==> config.mk <==
export PLATFORM = sky130hd
export DESIGN_NAME = emmc_boot_rx
export DESIGN_NICKNAME = d
export VERILOG_FILES = /design/src/rtl/emmc_boot_pkg.sv /design/src/rtl/emmc_boot_ctrl.sv /design/src/rtl/emmc_boot_datapath.sv /design/src/rtl/emmc_boot_rx.sv
export SDC_FILE = /design/constraint.sdc
export NUM_CORES = 1
export LEC_CHECK = 0
export BUFFER_PORTS_ARGS = -buffer_cell sky130_fd_sc_hd__buf_4
export CAP_MARGIN = 20
export CORE_ASPECT_RATIO = 1.75
export CORE_MARGIN = 10
export CORE_UTILIZATION = 35
export DETAILED_ROUTE_END_ITERATION = 12
export SLEW_MARGIN = 20
export SYNTH_ARGS = -nofsm -noshare
export SYNTH_HDL_FRONTEND = slang
export SYNTH_SLANG_ARGS = --single-unit
==> constraint.sdc <==
create_clock -name clk -period 2.7 [get_ports clk]
set_input_delay 0.405 -clock clk [delete_from_list [all_inputs] [get_ports clk]]
set_output_delay 0.405 -clock clk [all_outputs]
set_load 0.02 [all_outputs]
==> src/rtl/emmc_boot_pkg.sv <==
package emmc_boot_pkg;

  typedef enum logic [3:0] {
    ST_IDLE,
    ST_ACK_WAIT,
    ST_ACK_BITS,
    ST_ACK_END,
    ST_DS_WAIT,
    ST_DATA,
    ST_DEND,
    ST_GAP,
    ST_RELEASE
  } bootState_t;

  // strobes from control to datapath, one cycle each
  typedef struct packed {
    logic clrAll;
    logic clrBlk;
    logic shiftEn;
    logic setDone;
    logic setAck;
    logic setDataStart;
    logic setDto;
    logic setDrto;
    logic setEbe;
    logic setErr;
  } ctrlStb_t;

  localparam int FLAG_N       = 7;
  localparam int F_DONE       = 0;
  localparam int F_ACK        = 1;
  localparam int F_DSTART     = 2;
  localparam int F_DTO        = 3;
  localparam int F_DRTO       = 4;
  localparam int F_EBE        = 5;
  localparam int F_ERR        = 6;

endpackage

==> src/rtl/emmc_boot_ctrl.sv <==
module emmc_boot_ctrl
  import emmc_boot_pkg::*;
#(
  parameter int ACK_MS      = 50,
  parameter int DS_ACK_MS   = 950,
  parameter int DS_NOACK_MS = 1000,
  parameter int NAC_BITS    = 1024
) (
  input  logic     clk,
  input  logic     rstN,
  input  logic     startCmd,
  input  logic     bootEn,
  input  logic     bootDis,
  input  logic     expectAck,
  input  logic     msTick,
  input  logic     bitEn,
  input  logic     dat0,
  input  logic     ackOk,
  input  logic     lastBit,
  input  logic     allDone,
  output logic     cmdOut,
  output ctrlStb_t stb
);

  localparam int MS_MAX0 = (ACK_MS > DS_ACK_MS) ? ACK_MS : DS_ACK_MS;
  localparam int MS_MAX  = (MS_MAX0 > DS_NOACK_MS) ? MS_MAX0 : DS_NOACK_MS;
  localparam int MS_W    = $clog2(MS_MAX + 1);
  localparam int NAC_W   = $clog2(NAC_BITS + 1);

  bootState_t       state, nextState;
  logic             ackMode;
  logic [MS_W-1:0]  msCnt;
  logic [NAC_W-1:0] nacCnt;
  logic [1:0]       ackCnt;
  logic [MS_W-1:0]  dsLimit;
  logic             active;

  assign dsLimit = ackMode ? MS_W'(DS_ACK_MS - 1) : MS_W'(DS_NOACK_MS - 1);
  assign active  = (state != ST_IDLE) && (state != ST_RELEASE);

  always_comb begin
    stb       = '0;
    nextState = state;
    if (bootDis && active) begin
      nextState = ST_RELEASE;
    end else begin
      case (state)
        ST_IDLE: if (startCmd && bootEn) begin
          stb.clrAll = 1'b1;
          nextState  = expectAck ? ST_ACK_WAIT : ST_DS_WAIT;
        end
        ST_ACK_WAIT: begin
          if (bitEn && !dat0) nextState = ST_ACK_BITS;
          else if (msTick && msCnt == MS_W'(ACK_MS - 1)) begin
            stb.setErr = 1'b1;
            nextState  = ST_RELEASE;
          end
        end
        ST_ACK_BITS: if (bitEn) begin
          stb.shiftEn = 1'b1;
          if (ackCnt == 2'd2) nextState = ST_ACK_END;
        end
        ST_ACK_END: if (bitEn) begin
          if (!dat0) begin
            stb.setEbe = 1'b1;
            nextState  = ST_RELEASE;
          end else if (ackOk) begin
            stb.setAck = 1'b1;
            nextState  = ST_DS_WAIT;
          end else begin
            nextState  = ST_RELEASE;
          end
        end
        ST_DS_WAIT: begin
          if (bitEn && !dat0) begin
            stb.setDataStart = 1'b1;
            stb.clrBlk       = 1'b1;
            nextState        = ST_DATA;
          end else if (msTick && msCnt == dsLimit) begin
            stb.setErr = 1'b1;
            nextState  = ST_RELEASE;
          end
        end
        ST_DATA: if (bitEn) begin
          stb.shiftEn = 1'b1;
          if (lastBit) nextState = ST_DEND;
        end
        ST_DEND: if (bitEn) begin
          if (!dat0) begin
            stb.setEbe = 1'b1;
            nextState  = ST_RELEASE;
          end else if (allDone) begin
            stb.setDto = 1'b1;
            nextState  = ST_RELEASE;
          end else begin
            nextState  = ST_GAP;
          end
        end
        ST_GAP: if (bitEn) begin
          if (!dat0) begin
            stb.clrBlk = 1'b1;
            nextState  = ST_DATA;
          end else if (nacCnt == NAC_W'(NAC_BITS - 1)) begin
            stb.setDrto = 1'b1;
            nextState   = ST_RELEASE;
          end
        end
        ST_RELEASE: begin
          stb.setDone = 1'b1;
          nextState   = ST_IDLE;
        end
        default: nextState = ST_IDLE;
      endcase
    end
  end

  always_ff @(posedge clk or negedge rstN) begin
    if (!rstN) begin
      state   <= ST_IDLE;
      cmdOut  <= 1'b1;
      ackMode <= 1'b0;
      msCnt   <= '0;
      nacCnt  <= '0;
      ackCnt  <= '0;
    end else begin
      state  <= nextState;
      cmdOut <= (nextState == ST_IDLE) || (nextState == ST_RELEASE);
      if (stb.clrAll) ackMode <= expectAck;
      if (nextState != state) msCnt <= '0;
      else if (msTick)        msCnt <= msCnt + 1'b1;
      if (state != ST_GAP)    nacCnt <= '0;
      else if (bitEn)         nacCnt <= nacCnt + 1'b1;
      if (state != ST_ACK_BITS) ackCnt <= '0;
      else if (bitEn)           ackCnt <= ackCnt + 1'b1;
    end
  end

  AST_ACK_WINDOW: assert property (@(posedge clk) disable iff (!rstN)
    (state == ST_ACK_WAIT) |-> (msCnt < MS_W'(ACK_MS)));

  AST_GAP_WINDOW: assert property (@(posedge clk) disable iff (!rstN)
    (state == ST_GAP) |-> (nacCnt < NAC_W'(NAC_BITS)));

endmodule

==> src/rtl/emmc_boot_datapath.sv <==
module emmc_boot_datapath
  import emmc_boot_pkg::*;
#(
  parameter int BLK_BYTES  = 512,
  parameter int UNIT_BYTES = 131072,
  parameter int MULT_W     = 8
) (
  input  logic              clk,
  input  logic              rstN,
  input  ctrlStb_t          stb,
  input  logic              dat0,
  input  logic [MULT_W-1:0] bootMult,
  input  logic [FLAG_N-1:0] statusClr,
  output logic              ackOk,
  output logic              lastBit,
  output logic              allDone,
  output logic              dataValid,
  output logic [7:0]        dataByte,
  output logic [FLAG_N-1:0] status
);

  localparam int BLK_BITS = BLK_BYTES * 8;
  localparam int BIT_W    = $clog2(BLK_BITS + 1);
  localparam int TOT_W    = MULT_W + $clog2(UNIT_BYTES + 1);

  logic [6:0]        sh;
  logic [BIT_W-1:0]  bitIdx;
  logic [TOT_W-1:0]  byteCnt;
  logic [TOT_W-1:0]  totalBytes;
  logic [FLAG_N-1:0] setVec;

  assign totalBytes = TOT_W'(bootMult) * TOT_W'(UNIT_BYTES);
  assign ackOk      = (sh[2:0] == 3'b010);
  assign lastBit    = (bitIdx == BIT_W'(BLK_BITS - 1));
  assign allDone    = (byteCnt >= totalBytes);

  always_comb begin
    setVec           = '0;
    setVec[F_DONE]   = stb.setDone;
    setVec[F_ACK]    = stb.setAck;
    setVec[F_DSTART] = stb.setDataStart;
    setVec[F_DTO]    = stb.setDto;
    setVec[F_DRTO]   = stb.setDrto;
    setVec[F_EBE]    = stb.setEbe;
    setVec[F_ERR]    = stb.setErr;
  end

  always_ff @(posedge clk or negedge rstN) begin
    if (!rstN) begin
      sh        <= '0;
      bitIdx    <= '0;
      byteCnt   <= '0;
      dataValid <= 1'b0;
      dataByte  <= '0;
      status    <= '0;
    end else begin
      status    <= (status & ~statusClr) | setVec;
      dataValid <= 1'b0;
      if (stb.clrAll) begin
        bitIdx  <= '0;
        byteCnt <= '0;
      end else if (stb.clrBlk) begin
        bitIdx  <= '0;
      end else if (stb.shiftEn) begin
        sh     <= {sh[5:0], dat0};
        bitIdx <= bitIdx + 1'b1;
        if (bitIdx[2:0] == 3'd7) begin
          dataValid <= 1'b1;
          dataByte  <= {sh, dat0};
          byteCnt   <= byteCnt + 1'b1;
        end
      end
    end
  end

  AST_NO_EXTRA_BYTES: assert property (@(posedge clk) disable iff (!rstN)
    (dataValid && totalBytes != '0) |-> (byteCnt <= totalBytes));

endmodule

==> src/rtl/emmc_boot_rx.sv <==
module emmc_boot_rx
  import emmc_boot_pkg::*;
#(
  parameter int ACK_MS      = 50,
  parameter int DS_ACK_MS   = 950,
  parameter int DS_NOACK_MS = 1000,
  parameter int NAC_BITS    = 1024,
  parameter int BLK_BYTES   = 512,
  parameter int UNIT_BYTES  = 131072,
  parameter int MULT_W      = 8
) (
  input  logic              clk,
  input  logic              rstN,
  input  logic              startCmd,
  input  logic              bootEn,
  input  logic              bootDis,
  input  logic              expectAck,
  input  logic [MULT_W-1:0] bootMult,
  input  logic              msTick,
  input  logic              bitEn,
  input  logic              dat0,
  input  logic [6:0]        statusClr,
  output logic              cmdOut,
  output logic              dataValid,
  output logic [7:0]        dataByte,
  output logic [6:0]        status
);

  ctrlStb_t stb;
  logic     ackOk, lastBit, allDone;

  emmc_boot_ctrl #(
    .ACK_MS(ACK_MS), .DS_ACK_MS(DS_ACK_MS),
    .DS_NOACK_MS(DS_NOACK_MS), .NAC_BITS(NAC_BITS)
  ) uCtrl (
    .clk(clk), .rstN(rstN), .startCmd(startCmd), .bootEn(bootEn),
    .bootDis(bootDis), .expectAck(expectAck), .msTick(msTick),
    .bitEn(bitEn), .dat0(dat0), .ackOk(ackOk), .lastBit(lastBit),
    .allDone(allDone), .cmdOut(cmdOut), .stb(stb)
  );

  emmc_boot_datapath #(
    .BLK_BYTES(BLK_BYTES), .UNIT_BYTES(UNIT_BYTES), .MULT_W(MULT_W)
  ) uDp (
    .clk(clk), .rstN(rstN), .stb(stb), .dat0(dat0), .bootMult(bootMult),
    .statusClr(statusClr), .ackOk(ackOk), .lastBit(lastBit),
    .allDone(allDone), .dataValid(dataValid), .dataByte(dataByte),
    .status(status)
  );

  AST_DONE_AFTER_RELEASE: assert property (@(posedge clk) disable iff (!rstN)
    $rose(status[F_DONE]) |-> (cmdOut && $past(cmdOut)));

  AST_BYTES_UNDER_CMD_LOW: assert property (@(posedge clk) disable iff (!rstN)
    dataValid |-> !cmdOut);

  AST_TIMEOUT_NOT_SUCCESS: assert property (@(posedge clk) disable iff (!rstN)
    $rose(status[F_ERR]) |-> !$rose(status[F_DTO]));

endmodule

-- Word level (Yosys, flattened, before mapping)
Index checks and enable logic that the tools add are counted.
- bits in registers: 91
- latch bits: 0
- bits in writable memories: 0
- ROM bits: 0
- input bits: 24
- word-level logic and storage cells: 134
- memories kept: 0
- $add $sub $neg: 5
- multipliers: 0
- divide/modulo/power cells: 0
- $lt $le $gt $ge: 1
- eq/ne operators: 21
- shifts and indexed selects: 0
- muxes and demuxes: 68
- bitwise logic cells: 5
- reductions and logical operators: 22
- operators with widths (kind ; count):
    $mux 26 ; 4
    $mux 4 ; 19
    $mux 13 ; 3
    $pmux 4 s8 ; 1
    $mux 1 ; 30
    $mux 10 ; 3
    $add 26x1->26 const B ; 1
    $ge 26x25->1 ; 1
    $mux 11 ; 2
    $eq 4x3->1 const B ; 4
    $add 13x1->13 const B ; 1
    $eq 13x12->1 const B ; 1
    $add 11x1->11 const B ; 1
    $eq 11x10->1 const B ; 1
    $add 10x1->10 const B ; 1
    $eq 10x10->1 ; 1
    $eq 10x6->1 const B ; 1
    $reduce_bool 2->1 ; 5
    $eq 4x2->1 const B ; 2
    $eq 4x4->1 const B ; 2
    $logic_not 4->1 ; 2
    $and 7x7->7 ; 1
    $mux 7 ; 1
    $not 7->7 ; 1
    other kinds (23) ; 33

-- Logic depth before layout (Yosys ltp)
Gate-level depths: netlist (run 1).
- depth in word-level cells: 10
- gate-level depth with buffers: 9

-- Hierarchy
From an unflattened synthesis (run 1), not the netlist that was laid out.
- cells, all modules: 532
- area total of the unflattened synthesis: 5129.9 µm²
- modules (own cells, without submodules) (module ; instances ; cells an instance ; area each (µm²)):
    emmc_boot_datapath ; 1 ; 307 ; 3151.8
    emmc_boot_ctrl ; 1 ; 225 ; 1978.1

-- Least setup slack after synthesis (run 1)
OpenSTA, ideal clock, no wires.
- path type: input to register
- from: input port bootMult[7]
- to: register uCtrl.msCnt[1]
- library setup time: 0.107 ns
- data arrival time: 2.360 ns
- required time: 2.593 ns
- path slack: 0.234 ns
- stages on the path: 9
- path buffers: 0
- path through: inv_1 > ha_1 > and4b_1 > nand4_1 > or4_1 > nand4_1 > a21oi_4 > xor2_4 > a2111oi_4
- word-level cells in the longest chain between the ends: 8
- elaborated cells between the ends (all ways): 9
- those cells by class: order compare (1); eq/ne (1); mux (6); reduce/logical (1)
- RTL lines (item ; line ; text):
    start: declaration ; emmc_boot_rx.sv:18 ; input logic [MULT_W-1:0] bootMult,
    $ge 26x25->1 * ; emmc_boot_datapath.sv:35 ; assign allDone = (byteCnt >= totalBytes);
    $mux 4 * ; emmc_boot_ctrl.sv:92 ; end else if (allDone) begin
    $mux 4 * ; emmc_boot_ctrl.sv:89 ; if (!dat0) begin
    $mux 4 * ; emmc_boot_ctrl.sv:88 ; ST_DEND: if (bitEn) begin
    $pmux 4 s8 * ; emmc_boot_ctrl.sv:47 ; case (state)
    $mux 4 * ; emmc_boot_ctrl.sv:44 ; if (bootDis && active) begin
    net uCtrl.nextState[1] ; emmc_boot_ctrl.sv:30 ; bootState_t state, nextState;
    $ne 4x4->1 * ; emmc_boot_ctrl.sv:129 ; if (nextState != state) msCnt <= '0;
    $mux 10 or $reduce_bool 2->1 (tied branches) ; -- ;
    end signal: assignment ; emmc_boot_ctrl.sv:130 ; else if (msTick) msCnt <= msCnt + 1'b1;
    end: declaration ; emmc_boot_ctrl.sv:32 ; logic [MS_W-1:0] msCnt;
Mark *: on every way through the listed nets, which the timed path passes. The rest lies on a longest branch.
A chain may end at the register's enable or synchronous reset.

-- Worst setup path in the final report (run 1)
- from: register uDp.byteCnt[23]
- to: register uCtrl.msCnt[1]
- word-level cells in the longest chain between the ends: 8
- elaborated cells between the ends (all ways): 9
- those cells by class: order compare (1); eq/ne (1); mux (6); reduce/logical (1)
- RTL lines (item ; line ; text):
    start: declaration ; emmc_boot_datapath.sv:28 ; logic [TOT_W-1:0] byteCnt;
    start signal: assignment ; emmc_boot_datapath.sv:70 ; byteCnt <= byteCnt + 1'b1;
    $ge 26x25->1 * ; emmc_boot_datapath.sv:35 ;
    $mux 4 * ; emmc_boot_ctrl.sv:92 ;
    $mux 4 * ; emmc_boot_ctrl.sv:89 ;
    $mux 4 * ; emmc_boot_ctrl.sv:88 ;
    $pmux 4 s8 * ; emmc_boot_ctrl.sv:47 ;
    $mux 4 * ; emmc_boot_ctrl.sv:44 ;
    net uCtrl.nextState[1] ; emmc_boot_ctrl.sv:30 ;
    $ne 4x4->1 * ; emmc_boot_ctrl.sv:129 ;
    $mux 10 or $reduce_bool 2->1 (tied branches) ; -- ;
Marks and branches as above.

==> results of run 1 <==
## cell type report
cell class,instances,area [um^2]
clock buffers,9,225
clock inverters,7,96.3
well taps,177,221
inverters,28,105
multi-input cells,378,2500
repair buffers,63,473
flip-flops and latches,91,2280
fillers,1365,8010
## cell families after synthesis
kind of cell	count (synthesis)
multiplexers	10
buffers and inverters	46
AO/OA/AOI/OAI	48
XOR/XNOR	54
flip-flops	91
AND/OR/NAND/NOR	250
adder cells (fa/ha/maj)	16
## power breakdown
part           switching, mW  total (mW)  internal [mW]  leakage, nW
clock network          0.607        1.35          0.747        0.154
registers             0.0996        1.54           1.44         1.26
logic                  0.472       0.801          0.329         1.33
total                   1.18        3.69           2.52         2.75
## worst paths after layout
path	end	cells after the start	start	slack [ns]
setup / recovery	uCtrl.msCnt[1]	8	uDp.byteCnt[23]	0.14
hold / removal	uDp.status[1]	1	rstN	0.07
setup reg to reg	uCtrl.msCnt[1]	8	uDp.byteCnt[23]	0.14
hold reg to reg	uDp.dataByte[6]	2	uDp.dataByte[6]	0.48
max in group asynchronous	uCtrl.msCnt[6]	2	rstN	1.84
min in group clk	uDp.status[2]	2	statusClr[2]	0.22
## synthesized netlist by cell type (3+ instances only)
master and n:
mux2_2 7, xnor2_1 22, or2_2 3, buf_2 5, mux2i_1 3, nand4_1 18, dfrtp_1 90, clkbuf_1 9
nor2b_1 5, and4_1 3, ha_1 16, inv_1 28, and3_1 6, nand3_1 23, or3_1 3, o22ai_1 7
nor3_1 16, o21ai_0 6, xor2_1 31, nor2_1 78, a21oi_1 8, nand3b_1 8, nor4_1 4, a31oi_1 3
nand2_1 62
## per-stage QoR
stage                     cell area (um^2)  total power, mW  cells
after detailed placement              5530             2.36    733
final                                 5900             3.69    753
after global placement                5530             2.35    733
after floorplan                       4960             2.08    515
after CTS                             5850             3.73    749
after global routing                  5900             3.90    753
## layer usage
metal  up-vias  routed length, um  share of wire [%]
met3        16                323                2.8
met4         0                323                2.8
li1       1890                  -                  -
met2        43               6330                 55
met5         -                  0                  0
met1      1866               4500                 39
## flip-flops by register name (all words and copies together) (netlist names)
name	cells
uDp.byteCnt	26
uDp.bitIdx	13
uCtrl.nacCnt	11
uCtrl.msCnt	10
uDp.dataByte	8
uDp.sh	7
uDp.status	7
uCtrl.state	4
uCtrl.ackCnt	2
uCtrl.ackMode	1
uCtrl.cmdOut	1
uDp.dataValid	1
## repair_timing
| action | in CTS | in global routing |
|---|---|---|
| gates resized for setup | 0 | 4 |
| setup endpoints to repair | 0 | 5 |
| buffers inserted | 0 | 4 |
## cell usage in the layout, fill, tap and decap left out, types with 18 or more instances in the layout
| cell type | n |
|---|---|
| nand4_1 | 18 |
| buf_4 | 63 |
| nand2_1 | 62 |
| nand3_1 | 23 |
| xor2_1 | 31 |
| inv_1 | 28 |
| nor2_1 | 77 |
| xnor2_1 | 22 |
| dfrtp_1 | 90 |
## worst reg2reg max path, cell delays in order, from the launching register on
cell and delay (ns):
dfrtp_1 0.41, ha_1 0.31, and4b_1 0.21, nand4_1 0.12, or4_4 0.57, nand4_1 0.19
a21oi_4 0.11, xor2_4 0.21, a2111oi_4 0.33
==> summary.txt, run 1 <==
Clock tree
  – CTS tree: done
  – Total CTS buffers: 9
  – H-tree depth: 3
  – Worst-Skew Late Latency: 0.36 ns
  – Clock-pin slew on the worst setup and hold paths: 0.07 ns
  – Clock Path Buffers: 2
  – Root Buffer: clkbuf_16
  – Hold buffer count at cts: 0
  – Clock Sinks: 91

Synth
  – Post-Synth XOR/XNOR Area: 9.91%
  – Main combinational cell family by area after synthesis: simple AND/OR/NAND/NOR gates
  – Distinct cell type count after synthesis: 68
  – Synth Area in Simple Gates: 26.2%
  – Adder-Cell Fraction of Synth Area: 4.03%
  – Avg Cell Area, Syn: 9.64 um^2
  – Synthesis Warnings: 0
  – Synth area leader: dfrtp_1
  – Predominant post-synthesis flop cell: dfrtp_1
  – Syn Std Cell Area: 0.00496 mm^2
  – Synth area leaders: dfrtp_1 (45%), nor2_1 (5.9%), xor2_1 (5.5%), nand2_1 (4.7%), ha_1 (4.0%)
  – Yosys reg bits: 91
  – Synth top area share: 45.4%
  – Fraction of synthesized area in multiplexers: 2.19%
  – Sequential share of the synthesized area: 45.9%
  – Post-synth EDFFs: 0
  – Synth Area in Compound Gates: 7.69%
  – Net Count, Synth: 555
  – Fraction of registers with async set/reset: 100%
  – Cells after Synth: 515

Setup path
  – Worst EP required: 2.95 ns
  – Slowest stage cell, crit path: or4_4
  – Cell Chain, Critical Path: ha_1 > and4b_1 > nand4_1 > or4_4 > nand4_1 > a21oi_4 > xor2_4 > a2111oi_4
  – Crit path kind: reg2reg
  – Top delay family on crit path: simple AND/OR/NAND/NOR gates
  – Critical Path Most Common Cell: nand4_1
  – CP startpoint kind: register
  – CP Capture Type: register
  – Largest stage delay, worst path: 0.57 ns
  – CP Max Fanout: 10
  – Critical path arrival: 2.81 ns
  – WP buf/inv: 0

STA
  – Setup_tns: 0 ns
  – Final Setup Violations: 0
  – Slew headroom: 54.8%
  – Min Tclk post-route: 2.56 ns
  – Max-slew violations: 0
  – Fin. Hold Viols: 0
  – Tightest Pin Transition: 0.678 ns
  – Post-Route Skew: 0.00745 ns
  – Worst setup margin: 0.141 ns
  – Hold WS: 0.0713 ns
  – Fmax: 391 MHz
  – Unrepaired setup endpoints after global routing: no
  – Period utilization: 94.8%

Route
  – 1st-iter DRT viols: 132
  – Vias/cell: 5.07
  – Detail Route Antenna Nets: 0
  – Drt total wl: 11.5 mm
  – DRT Pass-1 Iters: 4
  – Vias: 3815
  – DR DRC count: 0
  – WL/cell: 15.2 um

Power and ir drop
  – Cell Pwr Density: 626 mW/mm^2
  – Maximum vdd drop: 327 uV
  – Static Leak: 2.75 nW

Finish
  – Layout cell share with drive strength beyond 1: 19.4%
  – Core Util, Final: 42.4%
  – Diodes inserted: 0
  – P&R area growth vs syn: 18.9%
  – Nets: 611

Job
  – Max-cap violations: 0

Floorplanning
  – Die Area: 0.0195 mm^2
  – Initial core utilization: 35.7%
  – Core area: 0.0139 mm^2
  – Num rows: 57
  – IO Pins: 41
  – Die Y: 178 um
  – Die Wd: 110 um

GRT
  – GR Util met2: 22.6%
  – Total gr overflow: 0
  – Antenna violations before repair: 0
  – Largest net degree at the start of global routing: 54
  – Routing usage on met1: 13.6%
  – Vias in the first global route: 3960
  – GRT Overall Usage: 12.6%
  – Met3 Usage GRT: 2.07%
  – First-pass GRT wire length: 19.7 mm
  – Most Crowded Layer GR: met2

Min path
  – Worst min path class: in2async

Placed design
  – Pre-CTS setup slack: -0.0191 ns
  – Hpwl dp: 8.70 mm
  – Gp weighted congestion: 0.913
  – Count of input and output buffers: 40

Run status
  – Status: finished, final reports clean
Note: power is estimated with default switching activity, not from simulation.
==> inputs of run 2 (changes only) <==
--- a/config.mk
+++ b/config.mk
@@ -9,2 +9,4 @@
 export CAP_MARGIN = 20
+export CELL_PAD_IN_SITES_DETAIL_PLACEMENT = 0
+export CELL_PAD_IN_SITES_GLOBAL_PLACEMENT = 1
 export CORE_ASPECT_RATIO = 1.75
@@ -13,2 +15,3 @@
 export DETAILED_ROUTE_END_ITERATION = 12
+export PLACE_DENSITY_LB_ADDON = 0.1
 export SLEW_MARGIN = 20
==> constraint.sdc (replaced) <==
create_clock -name clk -period 2.7 [get_ports clk]
set_input_delay 0.27 -clock clk [delete_from_list [all_inputs] [get_ports clk]]
set_output_delay 0.27 -clock clk [all_outputs]
set_load 0.02 [all_outputs]
==> summary.txt, run 2 (synthesis results as in run 1) <==
Run status
  – Status: finished, final reports clean (unchanged)

Setup path
  – Crit path kind: reg2reg (unchanged)
  – CP Max Fanout: 5 (was 10)
  – Critical Path Most Common Cell: nand4_1 (unchanged)
  – CP startpoint kind: register (unchanged)
  – Largest stage delay, worst path: 0.57 ns (about the same)
  – Critical path arrival: 2.84 ns (was 2.81 ns)
  – WP buf/inv: 1 (was 0)
  – Worst EP required: 2.96 ns (was 2.95 ns)
  – CP Capture Type: register (unchanged)
  – Top delay family on crit path: simple AND/OR/NAND/NOR gates (unchanged)
  – Slowest stage cell, crit path: or4_4 (unchanged)
  – Cell Chain, Critical Path: ha_1 > and4b_1 > nand4_1 > or4_4 > nand4_1 > a2111o_2 > nand4_4 > buf_4 > nor3_1 (was ha_1 > and4b_1 > nand4_1 > or4_4 > nand4_1 > a21oi_4 > xor2_4 > a2111oi_4)

STA
  – Tightest Pin Transition: 0.571 ns (was 0.678 ns)
  – Max-slew violations: 0 (unchanged)
  – Fmax: 388 MHz (was 391 MHz)
  – Final Setup Violations: 0 (unchanged)
  – Post-Route Skew: 0.00953 ns (was 0.00745 ns)
  – Fin. Hold Viols: 0 (unchanged)
  – Hold WS: 0.105 ns (was 0.0713 ns)
  – Unrepaired setup endpoints after global routing: yes (was no)
  – Period utilization: 95.4% (was 94.8%)
  – Slew headroom: 61.8% (was 54.8%)
  – Min Tclk post-route: 2.58 ns (was 2.56 ns)

Placed design
  – Gp weighted congestion: 0.793 (was 0.913)
  – Hpwl dp: 9.13 mm (was 8.70 mm)
  – Count of input and output buffers: 40 (unchanged)
  – DP Area: 0.00554 mm^2 (was 0.00553 mm^2)

Job
  – Max-cap violations: 0 (unchanged)

GRT
  – Antenna violations before repair: 0 (unchanged)
  – GR Util met2: 22.8% (was 22.6%)
  – Largest net degree at the start of global routing: 67 (was 54)
  – Met3 Usage GRT: 3.12% (was 2.07%)
  – Routing usage on met1: 15.6% (was 13.6%)
  – First-pass GRT wire length: 20.5 mm (was 19.7 mm)
  – GRT Overall Usage: 13.3% (was 12.6%)
  – Vias in the first global route: 3984 (was 3960)
  – Most Crowded Layer GR: met2 (unchanged)
  – Total gr overflow: 0 (unchanged)

Finish
  – Max reg flops: 26 (unchanged)
  – Nets: 614 (was 611)
  – Fin area: 0.00595 mm^2 (was 0.00590 mm^2)
  – Commonest cells after routing, fill and taps aside: dfrtp_1 (90), nor2_1 (78), nand2_1 (62), buf_4 (62), xor2_1 (31) (was dfrtp_1 (90), nor2_1 (77), buf_4 (63), nand2_1 (62), xor2_1 (31))
  – P&R area growth vs syn: 19.8% (was 18.9%)
  – Diodes inserted: 0 (unchanged)
  – Commonest non-fill, non-tap cell in the layout: dfrtp_1 (unchanged)
  – Largest regs: uDp.byteCnt: 26 flops, uDp.bitIdx: 13 flops, uCtrl.nacCnt: 11 flops (unchanged)
  – Fill cell count: 1378 (was 1365)
  – Layout cell share with drive strength beyond 1: 19.3% (was 19.4%)
  – Register with the most flip-flops: uDp.byteCnt (unchanged)

Route
  – Drt total wl: 12.5 mm (was 11.5 mm)
  – DR DRC count: 0 (unchanged)
  – Detail Route Antenna Nets: 0 (unchanged)
  – Vias: 3853 (was 3815)
  – DRT Pass-1 Iters: 4 (unchanged)
  – WL/cell: 16.5 um (was 15.2 um)
  – 1st-iter DRT viols: 128 (was 132)
  – Vias/cell: 5.10 (was 5.07)

Power and ir drop
  – Maximum vdd drop: 291 uV (was 327 uV)
  – Cell Pwr Density: 631 mW/mm^2 (was 626 mW/mm^2)
  – Static Leak: 2.76 nW (was 2.75 nW)
  – Overall power: 3.75 mW (was 3.69 mW)

Floorplanning
  – IO Pins: 41 (unchanged)
  – Die Wd: 110 um (unchanged)
  – Core area: 0.0139 mm^2 (unchanged)
  – Initial core utilization: 35.7% (unchanged)
  – Die Y: 178 um (unchanged)
  – Num rows: 57 (unchanged)
  – Die Area: 0.0195 mm^2 (unchanged)

Clock tree
  – H-tree depth: 3 (unchanged)
  – Root Buffer: clkbuf_16 (unchanged)
  – Clock Sinks: 91 (unchanged)
  – Worst-Skew Late Latency: 0.34 ns (was 0.36 ns)
  – Total CTS buffers: 9 (unchanged)
  – Clock-pin slew on the worst setup and hold paths: 0.07 ns (about the same)
  – Clock Path Buffers: 2 (unchanged)
  – CTS tree: done (unchanged)

Min path
  – Worst min path class: in2reg (was in2async)
[run 2: what timing repair did]
| item | in CTS | in global routing |
|---|---|---|
| endpoints found under the setup margin | 0 | 11 |
| hold endpoints to repair | 25 | 0 |
| hold buffers | 1 | 0 |
| setup buffers | 0 | 4 |
| gates resized for setup | 0 | 4 |
[run 2: final timing paths]
path                                      start              end  slack [ns]  cells past startpoint
max in group asynchronous                  rstN   uDp.byteCnt[0]        1.62                      3
worst min-delay path               statusClr[5]    uDp.status[5]        0.11                      2
min in group asynchronous                  rstN   uCtrl.msCnt[5]        0.39                      2
worst max-delay path            uDp.byteCnt[24]   uCtrl.msCnt[0]        0.12                      9
worst max register to register  uDp.byteCnt[24]   uCtrl.msCnt[0]        0.12                      9
worst min register to register        uDp.sh[6]  uDp.dataByte[7]        0.47                      2
[run 2: metal layers]
metal	part of all wire (%)	vias up
met2	54	56
met4	1.9	0
met3	3.1	21
met1	41	1881
met5	0	-
li1	-	1895
[run 2: power breakdown]
part | internal, mW | total [mW] | switching (mW)
Sequential | 1.44 | 1.54 | 0.103
Combinational | 0.377 | 0.902 | 0.524
Clock | 0.733 | 1.31 | 0.574
[run 2: worst register-to-register path, cell delays in order (launching register included)]
cell and delay [ns]:
dfrtp_1 0.41, ha_1 0.30, and4b_1 0.23, nand4_1 0.13
or4_4 0.57, nand4_1 0.13, a2111o_2 0.20, nand4_4 0.17
buf_4 0.19, nor3_1 0.15
[run 2: final cells by class]
class / instances / area [um^2] / area share, %
multi-input cells: 380 / 2540 / 42.7
flip-flops and latches: 91 / 2280 / 38.3
repair buffers: 64 / 495 / 8.33
clock buffers: 9 / 225 / 3.79
well taps: 177 / 221 / 3.72
inverters: 28 / 105 / 1.77
clock inverters: 7 / 80.1 / 1.35
[run 2: metrics by stage]
stage / TNS, ns / setup slack [ns] / util [%] / std cells
after detailed placement: 0 / 0.0367 / 39.9 / 733
final: 0 / 0.124 / 42.8 / 756
after floorplan: 0 / 0.262 / - / 515
after global routing: -0.0638 / -0.0373 / 42.8 / 756
after global placement: 0 / 0.110 / 39.9 / 733
after CTS: 0 / 0.0150 / 42.1 / 750
==> inputs of run 3 (changes only) <==
- ABC_CLOCK_PERIOD_IN_PS: unset -> 2700
- SYNTH_HIERARCHICAL: unset -> 1
==> summary.txt, run 3 <==
Run status
  – Status: complete, but fails checks (was finished, final reports clean)
  – Failing checks: setup timing

Synth
  – Count leader, synth: dfrtp_1 (unchanged)
  – Synthesis Warnings: 6 (was 0)
  – Synth area leaders: dfrtp_1 (44%), xor2_1 (4.1%), ha_1 (3.9%), mux2_2 (3.5%), nor2_1 (3.4%) (was dfrtp_1 (45%), nor2_1 (5.9%), xor2_1 (5.5%), nand2_1 (4.7%), ha_1 (4.0%))
  – Avg Cell Area, Syn: 9.64 um^2 (about the same)
  – Yosys reg bits: 91 (unchanged)
  – Sequential share of the synthesized area: 44.4% (was 45.9%)
  – Predominant post-synthesis flop cell: dfrtp_1 (unchanged)
  – Cells after Synth: 532 (was 515)
  – Syn Std Cell Area: 0.00513 mm^2 (was 0.00496 mm^2)
  – Distinct cell type count after synthesis: 67 (was 68)
  – Fraction of registers with async set/reset: 100% (unchanged)
  – Post-synth top cells: dfrtp_1 (90), nor2_1 (46), nand2_1 (33) (was dfrtp_1 (90), nor2_1 (78), nand2_1 (62))
  – Net Count, Synth: 572 (was 555)
  – Synth area leader: dfrtp_1 (unchanged)
  – Synth top area share: 43.9% (was 45.4%)
  – Post-synth EDFFs: 0 (unchanged)

Finish
  – Max reg flops: 26 (unchanged)
  – Register Area: 0.00228 mm^2 (about the same)
  – Layout cell share with drive strength beyond 1: 28.0% (was 19.3%)
  – Register with the most flip-flops: uDp/byteCnt (was uDp.byteCnt)
  – Largest regs: uDp/byteCnt: 26 flops, uDp/bitIdx: 13 flops, uCtrl/nacCnt: 11 flops (was uDp.byteCnt: 26 flops, uDp.bitIdx: 13 flops, uCtrl.nacCnt: 11 flops)
  – P&R area growth vs syn: 27.4% (was 19.8%)
  – Fill cell count: 1383 (was 1378)
  – Multi-input gate area: 0.00286 mm^2 (was 0.00254 mm^2)
  – Commonest cells after routing, fill and taps aside: buf_4 (89), dfrtp_1 (89), nor2_1 (45), nand2_1 (33), inv_1 (32) (was dfrtp_1 (90), nor2_1 (78), nand2_1 (62), buf_4 (62), xor2_1 (31))
  – Fin cells: 803 (was 756)
  – Nets: 657 (was 614)

Clock tree
  – CTS tree: done (unchanged)
  – Clock-pin slew on the worst setup and hold paths: 0.07 ns (about the same)
  – Clock Path Buffers: 2 (unchanged)
  – Worst-Skew Late Latency: 0.34 ns (about the same)
  – Total CTS buffers: 9 (unchanged)
  – Clock Sinks: 91 (unchanged)
  – Root Buffer: clkbuf_16 (unchanged)
  – H-tree depth: 3 (unchanged)

Setup path
  – Worst EP required: 2.96 ns (about the same)
  – CP Max Fanout: 5 (unchanged)
  – CP startpoint kind: register (unchanged)
  – Crit path kind: reg2reg (unchanged)
  – CP Capture Type: register (unchanged)
  – Critical path arrival: 3.08 ns (was 2.84 ns)

STA
  – Fmax: 354 MHz (was 388 MHz)
  – Fin. Hold Viols: 0 (unchanged)
  – Hold WS: 0.198 ns (was 0.105 ns)
  – Worst setup margin: -0.123 ns (was 0.124 ns)
  – Final Setup Violations: 11 (was 0)
  – Tightest Pin Transition: 0.688 ns (was 0.571 ns)
  – Slew headroom: 53.7% (was 61.8%)
  – Post-Route Skew: 0.00794 ns (was 0.00953 ns)
  – Min Tclk post-route: 2.82 ns (was 2.58 ns)
  – Unrepaired setup endpoints after global routing: yes (unchanged)
  – Max-slew violations: 0 (unchanged)
  – Period utilization: 105% (was 95.4%)

Min path
  – Worst min path class: in2reg (unchanged)

Floorplanning
  – Core area: 0.0144 mm^2 (was 0.0139 mm^2)
  – Num rows: 58 (was 57)
  – Initial core utilization: 35.7% (about the same)
  – IO Pins: 41 (unchanged)
  – Die Wd: 112 um (was 110 um)
  – Die Area: 0.0201 mm^2 (was 0.0195 mm^2)
  – Die Y: 180 um (was 178 um)

Job
  – Max-cap violations: 0 (unchanged)

Placed design
  – Gp weighted congestion: 0.868 (was 0.793)
  – Hpwl dp: 10.1 mm (was 9.13 mm)
  – Dpl cells: 774 (was 733)
  – Count of input and output buffers: 40 (unchanged)

Route
  – DR DRC count: 0 (unchanged)
  – Drt total wl: 13.6 mm (was 12.5 mm)
  – DRT Pass-1 Iters: 5 (was 4)
  – 1st-iter DRT viols: 120 (was 128)
  – Vias/cell: 5.35 (was 5.10)
  – WL/cell: 17.0 um (was 16.5 um)
  – Vias: 4299 (was 3853)
  – Detail Route Antenna Nets: 0 (unchanged)

GRT
  – Total gr overflow: 0 (unchanged)
  – Largest net degree at the start of global routing: 48 (was 67)
  – Antenna violations before repair: 0 (unchanged)
  – GRT Overall Usage: 13.4% (was 13.3%)
  – Vias in the first global route: 4432 (was 3984)
  – First-pass GRT wire length: 22.2 mm (was 20.5 mm)

Power and ir drop
  – Static Leak: 2.95 nW (was 2.76 nW)
  – Cell Pwr Density: 671 mW/mm^2 (was 631 mW/mm^2)
  – Maximum vdd drop: 301 uV (was 291 uV)
[run 3: cell types whose count changed in the layout (fill, tap and decap cells not counted), moves of 9 or more]
cell and delta:
a21oi_1 +16, buf_4 +27, mux2_2 +9, nand2_1 -29, nor2_1 -33
[run 3: cell type report]
type                       count  share of cell area [%]
inverter                      32                    1.84
antenna                        1                  0.0383
timing repair buffer          95                    11.5
tap                          180                    3.45
multi-input combinational    388                    43.8
clock inverter                 6                   0.842
clock buffer                  10                    3.66
sequential                    91                    34.9
[run 3: logic make-up (layout without fill, tap and decap cells)]
logic type      Yosys count  in the layout  share of synthesized area, %
buf+inv                  55            143                          4.34
other cells               0              1                             0
simple gates            231            231                          25.7
flops                    91             91                          44.4
compound gates           81             83                          10.9
fa+ha+maj                16             16                          3.90
mux                      19             19                          4.10
xor+xnor                 39             39                          6.66
[run 3: per-layer routing]
layer,vias up,global-route usage [%],routed length [um]
met5,-,0,0
met4,0,6.61,460
met3,31,2.03,295
met2,65,24.9,7640
met1,2117,14.1,5250
li1,2086,-,-
[run 3: worst paths after layout]
kind / start / to / slack (ns) / depth (start not counted)
max in group asynchronous: rstN / uCtrl/cmdOut / 1.49 / 3
hold / removal: statusClr[1] / uDp/status[1] / 0.20 / 3
min in group asynchronous: rstN / uCtrl/nacCnt[5] / 0.47 / 2
hold reg to reg: uDp/status[4] / uDp/status[4] / 0.48 / 1
setup / recovery: uDp/byteCnt[12] / uCtrl/msCnt[2] / -0.12 / 11
setup reg to reg: uDp/byteCnt[12] / uCtrl/msCnt[2] / -0.12 / 11
[run 3: through the flow]
step	cell area, um^2	util [%]	TNS, ns	power (mW)	setup slack [ns]
2_1_floorplan	5150	-	0	2.38	0.0182
3_3_place_gp	5940	41.3	-1.84	2.83	-0.175
3_5_place_dp	5940	41.3	-2.25	2.84	-0.227
4_1_cts	6380	44.4	-1.75	4.31	-0.203
5_1_grt	6530	45.5	-2.25	4.63	-0.229
6_report	6540	45.5	-1.18	4.38	-0.123
[run 3: power by group]
| group | internal [mW] | switching, mW |
|---|---|---|
| sequential | 1.46 | 0.0946 |
| combinational | 0.640 | 0.938 |
| clock | 0.669 | 0.581 |
[run 3: critical path: stages, from the launching register on]
cell and delay [ns]:
dfrtp_1 0.38, or4_4 0.55, nor4_4 0.13, nand4_1 0.13
o211ai_1 0.15, buf_4 0.16, o22ai_2 0.05, a221o_1 0.37
buf_6 0.13, a211oi_4 0.29, o211ai_4 0.18, nor3_2 0.22
[run 3: what timing repair did]
| item | CTS | global route |
|---|---|---|
| hold buffers | 1 | 0 |
| pin swaps | 21 | 12 |
| gates resized for setup | 15 | 22 |
| buffers inserted | 4 | 5 |
| gates cloned | 2 | 0 |
| setup endpoints to repair | 11 | 31 |
| endpoints found under the hold margin | 44 | 0 |
